[src/rtl/nand_seq_pkg.sv]
// Package: opcodes, wait codes and opcode classes shared by the sequencer.
// Assumes the standard NAND opcode values; slot count is fixed by the cycle order.
package nand_seq_pkg;

    localparam int NSLOT = 8;

    typedef enum logic [1:0] {
        WAIT_NONE  = 2'd0,
        WAIT_TCCS  = 2'd1,
        WAIT_READY = 2'd2
    } wait_e;

    localparam logic [7:0] OP_READ0      = 8'h00;
    localparam logic [7:0] OP_READ1      = 8'h01;
    localparam logic [7:0] OP_RND_OUT    = 8'h05;
    localparam logic [7:0] OP_PROG       = 8'h10;
    localparam logic [7:0] OP_CACHE_PROG = 8'h15;
    localparam logic [7:0] OP_READ_CONF  = 8'h30;
    localparam logic [7:0] OP_READ_SPARE = 8'h50;
    localparam logic [7:0] OP_ERASE_A    = 8'h60;
    localparam logic [7:0] OP_STATUS     = 8'h70;
    localparam logic [7:0] OP_PROG_SETUP = 8'h80;
    localparam logic [7:0] OP_RND_IN     = 8'h85;
    localparam logic [7:0] OP_READ_ID    = 8'h90;
    localparam logic [7:0] OP_ERASE_B    = 8'hD0;
    localparam logic [7:0] OP_RND_CONF   = 8'hE0;
    localparam logic [7:0] OP_PARAM_PAGE = 8'hEC;
    localparam logic [7:0] OP_FEAT_GET   = 8'hEE;
    localparam logic [7:0] OP_FEAT_SET   = 8'hEF;

    // Opcodes whose address is a single 8-bit cycle.
    function automatic logic op_is_byte_addr(input logic [7:0] op);
        return (op == OP_READ_ID) || (op == OP_PARAM_PAGE) ||
               (op == OP_FEAT_GET) || (op == OP_FEAT_SET);
    endfunction

    // Opcodes that never need a post-command wait.
    function automatic logic op_needs_no_wait(input logic [7:0] op);
        return (op == OP_PROG) || (op == OP_CACHE_PROG) || (op == OP_ERASE_A) ||
               (op == OP_ERASE_B) || (op == OP_PROG_SETUP) || (op == OP_STATUS) ||
               (op == OP_READ_ID) || (op == OP_FEAT_SET);
    endfunction

endpackage

[src/rtl/nand_seq_plan.sv]
// Planner: maps one request onto the fixed list of bus-cycle slots.
// Purely combinational; assumes COL_W >= 16 and ROW_W >= 24.
module nand_seq_plan
    import nand_seq_pkg::*;
#(
    parameter int COL_W   = 16,
    parameter int ROW_W   = 24,
    parameter int SP_PAGE = 512,
    parameter int LP_PAGE = 2048
) (
    input  logic                   cmd_en,
    input  logic [7:0]             opcode,
    input  logic                   col_en,
    input  logic [COL_W-1:0]       col,
    input  logic                   row_en,
    input  logic [ROW_W-1:0]       row,
    input  logic                   large_page,
    input  logic                   bus16,
    input  logic                   row3,
    output logic [NSLOT-1:0]       slot_en,
    output logic [NSLOT-1:0]       slot_is_cmd,
    output logic [NSLOT-1:0][7:0]  slot_byte,
    output wait_e                  wait_code
);

    localparam logic [COL_W-1:0] SP_SIZE = COL_W'(SP_PAGE);
    localparam logic [COL_W-1:0] LP_SIZE = COL_W'(LP_PAGE);
    localparam logic [COL_W-1:0] HALF_SP = COL_W'(256);

    logic [7:0]       op_eff;
    logic [7:0]       pre_op;
    logic             pre_en;
    logic [COL_W-1:0] col_eff;
    logic             byte_addr;
    logic             any_addr;
    logic             conf_en;
    logic [7:0]       conf_op;

    // Opcode remap, read-pointer prefix choice and column adjustment.
    always_comb begin
        op_eff  = opcode;
        col_eff = col;
        pre_en  = 1'b0;
        pre_op  = OP_READ0;
        if (large_page && cmd_en && opcode == OP_READ_SPARE) begin
            op_eff  = OP_READ0;
            col_eff = col + LP_SIZE;
        end
        if (!large_page && cmd_en && opcode == OP_PROG_SETUP) begin
            pre_en = 1'b1;
            if (col >= SP_SIZE) begin
                pre_op  = OP_READ_SPARE;
                col_eff = col - SP_SIZE;
            end else if (col < HALF_SP) begin
                pre_op  = OP_READ0;
            end else begin
                pre_op  = OP_READ1;
                col_eff = col - HALF_SP;
            end
        end
        byte_addr = cmd_en && op_is_byte_addr(op_eff);
        if (bus16 && !byte_addr) begin
            col_eff = col_eff >> 1;
        end
    end

    // Confirm opcode selection for large-page reads and random data-out.
    always_comb begin
        any_addr = col_en || row_en;
        conf_en  = 1'b0;
        conf_op  = OP_READ_CONF;
        if (large_page && cmd_en) begin
            if (op_eff == OP_READ0 && any_addr) begin
                conf_en = 1'b1;
                conf_op = OP_READ_CONF;
            end else if (op_eff == OP_RND_OUT) begin
                conf_en = 1'b1;
                conf_op = OP_RND_CONF;
            end
        end
    end

    // Slot table in bus order.
    always_comb begin
        slot_en     = '0;
        slot_is_cmd = '0;
        slot_byte   = '0;
        slot_en[0] = pre_en;                                 slot_is_cmd[0] = 1'b1; slot_byte[0] = pre_op;
        slot_en[1] = cmd_en;                                 slot_is_cmd[1] = 1'b1; slot_byte[1] = op_eff;
        slot_en[2] = col_en;                                 slot_byte[2] = col_eff[7:0];
        slot_en[3] = col_en && large_page && !byte_addr;     slot_byte[3] = col_eff[15:8];
        slot_en[4] = row_en;                                 slot_byte[4] = row[7:0];
        slot_en[5] = row_en;                                 slot_byte[5] = row[15:8];
        slot_en[6] = row_en && row3;                         slot_byte[6] = row[23:16];
        slot_en[7] = conf_en;                                slot_is_cmd[7] = 1'b1; slot_byte[7] = conf_op;
    end

    // Post-command wait classification.
    always_comb begin
        if (!cmd_en || op_needs_no_wait(op_eff)) begin
            wait_code = WAIT_NONE;
        end else if (large_page && (op_eff == OP_RND_IN || op_eff == OP_RND_OUT)) begin
            wait_code = WAIT_TCCS;
        end else if (op_eff == OP_READ0 && !any_addr) begin
            wait_code = WAIT_NONE;
        end else begin
            wait_code = WAIT_READY;
        end
    end

endmodule

[src/rtl/nand_seq_phase.sv]
// Phase timer: counts the clocks of one bus cycle and shapes write enable.
// Assumes len >= 4; the low pulse sits in the middle half of the cycle.
module nand_seq_phase #(
    parameter int LEN_W = 6
) (
    input  logic             clk,
    input  logic             rst_n,
    input  logic             run,
    input  logic [LEN_W-1:0] len,
    output logic             we_n,
    output logic             last
);

    logic [LEN_W-1:0] cnt;
    logic [LEN_W-1:0] lo_start;
    logic [LEN_W-1:0] lo_width;

    assign lo_start = len >> 2;
    assign lo_width = len >> 1;
    assign last     = run && (cnt == len - LEN_W'(1));
    assign we_n     = !(run && (cnt >= lo_start) && (cnt < lo_start + lo_width));

    // Position within the current cycle; restarts at each cycle boundary.
    always_ff @(posedge clk) begin
        if (!rst_n || !run || last) begin
            cnt <= '0;
        end else begin
            cnt <= cnt + LEN_W'(1);
        end
    end

endmodule

[src/rtl/nand_cmd_seq.sv]
// Top: accepts a request, walks the planned slots as timed bus cycles,
// then pulses done with the wait code. Assumes one chip, no data phase.
module nand_cmd_seq
    import nand_seq_pkg::*;
#(
    parameter int COL_W   = 16,
    parameter int ROW_W   = 24,
    parameter int LEN_W   = 6,
    parameter int SP_PAGE = 512,
    parameter int LP_PAGE = 2048
) (
    input  logic             clk,
    input  logic             rst_n,
    input  logic             req_valid,
    output logic             req_ready,
    input  logic             req_cmd_en,
    input  logic [7:0]       req_opcode,
    input  logic             req_col_en,
    input  logic [COL_W-1:0] req_col,
    input  logic             req_row_en,
    input  logic [ROW_W-1:0] req_row,
    input  logic             cfg_large_page,
    input  logic             cfg_bus16,
    input  logic             cfg_row3,
    input  logic [LEN_W-1:0] cfg_cyc_len,
    output logic             nand_ce_n,
    output logic             nand_cle,
    output logic             nand_ale,
    output logic             nand_we_n,
    output logic [15:0]      nand_dq,
    output logic             nand_dq_oe,
    output logic             done,
    output logic [1:0]       done_wait
);

    localparam logic [LEN_W-1:0] MIN_LEN = LEN_W'(4);

    typedef enum logic [1:0] {ST_IDLE, ST_BUSY, ST_FIN} state_e;

    state_e               state;
    logic [NSLOT-1:0]     plan_en, plan_cmd;
    logic [NSLOT-1:0][7:0] plan_byte;
    wait_e                plan_wait;
    logic [NSLOT-1:0]     pend;
    logic [NSLOT-1:0]     cmd_q;
    logic [NSLOT-1:0][7:0] byte_q;
    wait_e                wait_q;
    logic [LEN_W-1:0]     len_q;
    logic [NSLOT-1:0]     cur_oh;
    logic                 cur_cmd;
    logic [7:0]           cur_byte;
    logic                 run;
    logic                 cyc_last;
    logic                 accept;

    nand_seq_plan #(
        .COL_W(COL_W), .ROW_W(ROW_W), .SP_PAGE(SP_PAGE), .LP_PAGE(LP_PAGE)
    ) i_plan (
        .cmd_en(req_cmd_en), .opcode(req_opcode),
        .col_en(req_col_en), .col(req_col),
        .row_en(req_row_en), .row(req_row),
        .large_page(cfg_large_page), .bus16(cfg_bus16), .row3(cfg_row3),
        .slot_en(plan_en), .slot_is_cmd(plan_cmd), .slot_byte(plan_byte),
        .wait_code(plan_wait)
    );

    assign run = (state == ST_BUSY);

    nand_seq_phase #(.LEN_W(LEN_W)) i_phase (
        .clk(clk), .rst_n(rst_n), .run(run), .len(len_q),
        .we_n(nand_we_n), .last(cyc_last)
    );

    assign req_ready = (state == ST_IDLE);
    assign accept    = req_valid && req_ready;
    assign cur_oh    = pend & (~pend + NSLOT'(1));

    // Select the byte and strobe type of the lowest pending slot.
    always_comb begin
        cur_cmd  = 1'b0;
        cur_byte = 8'h00;
        for (int i = 0; i < NSLOT; i++) begin
            if (cur_oh[i]) begin
                cur_cmd  = cmd_q[i];
                cur_byte = byte_q[i];
            end
        end
    end

    // Request capture, slot retirement and state sequencing.
    always_ff @(posedge clk) begin
        if (!rst_n) begin
            state  <= ST_IDLE;
            pend   <= '0;
            cmd_q  <= '0;
            byte_q <= '0;
            wait_q <= WAIT_NONE;
            len_q  <= MIN_LEN;
        end else begin
            case (state)
                ST_IDLE: begin
                    if (accept) begin
                        pend   <= plan_en;
                        cmd_q  <= plan_cmd;
                        byte_q <= plan_byte;
                        wait_q <= plan_wait;
                        len_q  <= (cfg_cyc_len < MIN_LEN) ? MIN_LEN : cfg_cyc_len;
                        state  <= (plan_en == '0) ? ST_FIN : ST_BUSY;
                    end
                end
                ST_BUSY: begin
                    if (cyc_last) begin
                        pend <= pend & ~cur_oh;
                        if ((pend & ~cur_oh) == '0) begin
                            state <= ST_FIN;
                        end
                    end
                end
                default: begin
                    state <= ST_IDLE;
                end
            endcase
        end
    end

    // Bus and completion outputs decoded from state.
    always_comb begin
        nand_ce_n  = !run;
        nand_cle   = run && cur_cmd;
        nand_ale   = run && !cur_cmd;
        nand_dq    = run ? {8'h00, cur_byte} : 16'h0000;
        nand_dq_oe = run;
        done       = (state == ST_FIN);
        done_wait  = (state == ST_FIN) ? wait_q : WAIT_NONE;
    end

endmodule

[config.mk]
export PLATFORM = sky130hd
export DESIGN_NAME = nand_cmd_seq
export DESIGN_NICKNAME = d
export VERILOG_FILES = /design/src/rtl/nand_seq_pkg.sv /design/src/rtl/nand_seq_plan.sv /design/src/rtl/nand_seq_phase.sv /design/src/rtl/nand_cmd_seq.sv
export SDC_FILE = /design/constraint.sdc
export NUM_CORES = 1
export LEC_CHECK = 0
export BUFFER_PORTS_ARGS = -buffer_cell sky130_fd_sc_hd__buf_2
export CORE_MARGIN = 4
export CORE_UTILIZATION = 59
export DETAILED_ROUTE_END_ITERATION = 10
export PLACE_DENSITY = 0.86
export SLEW_MARGIN = 20
export SYNTH_ARGS = -nofsm -noshare
export SYNTH_HDL_FRONTEND = slang
export SYNTH_HIERARCHICAL = 1
export SYNTH_SLANG_ARGS = --single-unit
[constraint.sdc]
create_clock -name clk -period 3.6 [get_ports clk]
set_input_delay 0.72 -clock clk [delete_from_list [all_inputs] [get_ports clk]]
set_output_delay 0.72 -clock clk [all_outputs]
set_load 0.01 [all_outputs]
### After elaboration in Yosys (flattened, before gate mapping)

Index checks and enable logic that the tools add are counted.

* bits of input ports: 63
* register bits after elaboration: 89
* output and inout bits: 25
* word-level logic and storage cells: 145

* bitwise gates (word level): 4
* equal/unequal tests: 20
* $add $sub $neg: 7
* muxes and demuxes: 46
* reductions and logical operators: 49
* $lt $le $gt $ge: 5

Operators with widths (number)
* $mux 8: 17
* $mux 16: 5
* $eq 8x8->1 const B: 8
* $eq 8x7->1 const B: 3
* $logic_not 8->1: 3
* $logic_and 1x1->1: 18
* $add 16x12->16 const B: 1
* $and 8x8->8: 2
* $eq 8x5->1 const B: 2
* $ge 16x10->1 const B: 1
* $lt 16x9->1 const B: 1
* $mux 2: 8
* $not 8->8: 2
* $pmux 8 s2: 1
* $sub 16x10->16 const B: 1
* $sub 16x9->16 const B: 1
* $logic_or 1x1->1: 15
* $mux 1: 13
* $add 8x1->8 const B: 1
* $eq 8x3->1 const B: 1
* $logic_not 1->1: 8
* $add 4x5->6: 1
* $add 6x1->6 const B: 1
* $eq 6x6->1: 1
* 14 further kinds: 16

### Logic depth before layout (Yosys ltp)

* depth in word-level cells: 14
* depth in mapped cells: 13
* gate-level depth less buffers: 13

### Modules after synthesis

Netlist, hierarchy kept.

Modules (own cells, without submodules)
* nand_cmd_seq: sequential area each 1801.7 um^2, cells an instance 584, area each 4415.5 um^2, instances 1
* nand_seq_plan: sequential area each 0.0 um^2, cells an instance 193, area each 1370.1 um^2, instances 1
* nand_seq_phase: sequential area each 120.1 um^2, cells an instance 91, area each 814.5 um^2, instances 1

### Worst setup path before layout

No wires, ideal clock.

* kind: reg2out
* start point: register len_q[2]
* end point: output nand_we_n
* arrival time: 2.192 ns
* path slack: 0.688 ns
* cell stages (with the launch flop): 14
* cell sequence: dfxtp_1 ha_1 inv_1 fa_1 inv_1 a21oi_1 nor2_1 nor2_1 xnor2_1 ha_1 a21o_1 a21oi_1 o21ai_0 a21o_1

* longest elaborated chain between the ends: 4

Ends and longest elaborated chain
* start: declaration: line nand_cmd_seq.sv:48 `logic [LEN_W-1:0] len_q;`
* start signal: assignment: line nand_cmd_seq.sv:107 `len_q <= (cfg_cyc_len < MIN_LEN) ? MIN_LEN : cfg_cyc_len;`
* $add 4x5->6 / $ge 6x4->1 (equally long branches): line nand_seq_phase.sv:21 `assign we_n = !(run && (cnt >= lo_start) && (cnt < lo_start + lo_width));`
* $lt 6x6->1 / $logic_and 1x1->1 (equally long branches): line nand_seq_phase.sv:21
* $logic_and 1x1->1 *: line nand_seq_phase.sv:21
* $logic_not 1->1 *: line nand_seq_phase.sv:21
* end: declaration: line nand_cmd_seq.sv:29 `output logic nand_we_n,`

Every way passes the cells marked *; elsewhere a longest branch is shown, timed or not.

### Worst setup path in the final report

Ends and elaborated chain as after synthesis.

==> out/qor.yml <==
clk-insertion-delay-late_ns: 0.38
route.detailed.drc: 0
synth.cells.most_frequent: "sky130_fd_sc_hd__nand2_1, sky130_fd_sc_hd__dfxtp_1, sky130_fd_sc_hd__a21boi_0, sky130_fd_sc_hd__buf_4, sky130_fd_sc_hd__o21ai_0"
crit_fanout: 5
slew_headroom_pct: 48.39
cp_slowest_stage_delay_ns: 0.40
ys.flop_type: "sky130_fd_sc_hd__dfxtp_1"
core_area_um2: 10890
grtUsageMet3_pct: 4.721
met2_usage_pct: 38.12
worstPathRequired_ns: 2.88
pre_cts_slack_ns: 0.4215
grt_first_pass_wirelength_mm: 25.05
ys_warn_count: 6
final.setup.tns_ns: 0
status: "finished, final reports clean"
start_util_pct: 60.62
min-delay-path-class: "flop to flop"
cp_cell_sequence: "ha_4 -> inv_2 -> fa_2 -> inv_2 -> a21oi_2 -> nor2_1 -> nor2_1 -> xnor2_1 -> ha_1 -> a21o_1 -> a21oi_1 -> o21ai_1 -> a21o_1 -> buf_2"
met1_usage_pct: 31.56
grt_pass1_vias: 5202
viasPerCell: 5.653
cp-start-kind: "flop"
synthToLayoutAreaGrowth_pct: 4.398
final_design_area_no_fill_um2: 6890
synth_edf_count: 0
timing.max_cap.violations: 0
setup.worst_path.class: "flop to output port"
n_antenna_cell: 0
netlist-cell-type-count: 78
chipHeight_um: 113.8
power_per_cell_area_nw_per_um2: 377.7
yosysTopAreaCell: "sky130_fd_sc_hd__dfxtp_1"
antenna_violations_before_repair: 0
ys_seq_elements: 96
slew_worst_pin_ns: 0.7741
ys_seq_area_share_pct: 29.12
power.static_leakage_nw: 2.769
timing.final.crit_period_ns: 3.407
groute.usage.overall_pct: 23.52
achievable-frequency_mhz: 293.5
synth_top_cells_by_area: "sky130_fd_sc_hd__dfxtp_1, sky130_fd_sc_hd__nand2_1, sky130_fd_sc_hd__a21boi_0"
final.setup_skew_ns: 0.007430
avg_inst_size_synth_um2: 7.604
clk_tree_root_cell: "sky130_fd_sc_hd__clkbuf_8"
finalHoldViolations: 0
layout-drive-gt1-share_pct: 17.38
cts_tree: "built"
grt_overflow: 0
ant_nets: 0
die_x_um: 113.8
top_level_ports: 88
floorplan.rows: 38
final_net_count: 972
worst-endpoint-arrival_ns: 2.69
fillCellCount: 979
ctsHtreeMaxLevel: 3
port-buffer-count: 79
detailedRoute.firstPassIterationCount: 8
place.gp.congestion: 0.9037
rsz0062_at_grt: "no"
clock-sinks: 96
max-vdd-ir-drop_v: 0.0003227
cts_hold_repair.buffers: 0
grt-busiest-layer: "met2"
cts_max_path_buffers: 2
critical_path.slowest_cell: "sky130_fd_sc_hd__dfxtp_4"
netlist_area_um2: 6600
number_of_setup_violations_in_the_final_report: 0
endpoint_kind: "output port"
post_dp_cell_area_um2: 6676
num_vias: 5800
dp_hpwl_mm: 11.18
drt_wl_total_mm: 15.05
drv_slew: 0
design.die.area_um2: 12940
ratio_of_final_minimum_period_to_clock_period_pct: 94.64
clkTransAtPathRegs_ns: 0.09
synth_async_sr_flop_share_pct: 0
route.detailed.wl_per_inst_um: 14.67
drtIter0Drc: 416
pin_count_of_the_biggest_net_entering_global_routing: 53
synthCells: 868
synth_most_common_cell: "sky130_fd_sc_hd__nand2_1"
yosys_top_cell_area_share_pct: 29.12
overall_power_mw: 2.602
clock_buffer_count_from_cts: 9
setup_slack_ns: 0.1928
## repair_timing
item / 4_1_cts / 5_1_grt
resized for setup: 1 / 11
buffers inserted: 0 / 2
setup endpoints to repair: 1 / 1
pin swaps: 0 / 8
## stage by stage
step,cells,hold WS [ns],utilization [%]
2_1_floorplan,891,0.4388,-
3_3_place_gp,1008,0.4492,61.32
3_5_place_dp,1008,0.4575,61.32
4_1_cts,1024,0.4705,62.93
5_1_grt,1026,0.4853,63.28
6_report,1026,0.4663,63.28
## cell usage in the layout (no fill, tap or decap), types with 4 or more instances in the layout
master and instances:
sky130_fd_sc_hd__clkbuf_8 9, sky130_fd_sc_hd__mux2i_1 6, sky130_fd_sc_hd__nor4_1 9, sky130_fd_sc_hd__or3_1 4, sky130_fd_sc_hd__o21ai_1 6, sky130_fd_sc_hd__nor2b_1 13
sky130_fd_sc_hd__buf_4 10, sky130_fd_sc_hd__and2_1 7, sky130_fd_sc_hd__nand2_1 211, sky130_fd_sc_hd__nand2b_1 8, sky130_fd_sc_hd__conb_1 26, sky130_fd_sc_hd__a221o_1 7
sky130_fd_sc_hd__dfxtp_1 93, sky130_fd_sc_hd__nor3_1 11, sky130_fd_sc_hd__buf_2 79, sky130_fd_sc_hd__a222oi_1 6, sky130_fd_sc_hd__a21boi_0 82, sky130_fd_sc_hd__a21oi_1 25
sky130_fd_sc_hd__o21ai_0 41, sky130_fd_sc_hd__inv_1 29, sky130_fd_sc_hd__mux2_2 10, sky130_fd_sc_hd__ha_1 26, sky130_fd_sc_hd__xnor2_1 14, sky130_fd_sc_hd__nor2_1 34
sky130_fd_sc_hd__xor2_1 8, sky130_fd_sc_hd__nand3_1 9, sky130_fd_sc_hd__a21o_1 7
## layout make-up
class | instances | area (um2) | area share, %
Sequential cell | 96 | 1928 | 27.98
Multi-Input combinational cell | 652 | 4003 | 58.09
Clock buffer | 10 | 127.6 | 1.852
Clock inverter | 6 | 46.29 | 0.6719
Inverter | 32 | 120.1 | 1.743
Tap cell | 140 | 175.2 | 2.542
Timing Repair Buffer | 90 | 490.5 | 7.118
## flip-flops by register name (all words and copies together) (netlist names)
name	count
wait_q	2
cmd_q	8
pend	8
i_phase/cnt	6
len_q	6
state	2
byte_q	64
## final timing paths
path	startpoint	endpoint	slack, ns	depth (start not counted)
max	len_q[2]	nand_we_n	0.19	14
max reg2reg	state[0]	state[0]	0.86	9
min	wait_q[1]	wait_q[1]	0.47	2
min reg2reg	wait_q[1]	wait_q[1]	0.47	2
## metal layers
metal	vias to the layer above	share of wire [%]
met2	184	48
met5	-	0
met3	29	5.6
met1	2687	45
li1	2900	-
met4	0	2.0
## where the power goes
part / internal, mW / switching [mW]
clock network: 0.254 / 0.398
registers: 1.15 / 0.0872
logic: 0.285 / 0.431
total: 1.69 / 0.916
## cells by family (layout without fill, tap and decap cells)
logic type	after synthesis	count (layout)	synth area share (%)
and+or+nand+nor	345	345	24.99
AOI/OAI and AO/OA	215	215	22.88
buffers and inverters	143	138	11.89
DFF	96	96	29.12
adders and majority gates	28	28	5.422
xor gates and xnor gates	22	22	2.920
muxes	16	16	2.616
other	3	26	0.1706
## critical path, delay by kind of cell, from the launching register on
| kind | cells | cell delay, ns |
|---|---|---|
| simple gates | 2 | 0.17 |
| compound gates | 5 | 0.55 |
| xor+xnor | 1 | 0.12 |
| flops | 1 | 0.40 |
| buf+inv | 3 | 0.24 |
| fa+ha+maj | 3 | 0.84 |
(Power assumes the default switching activity.)
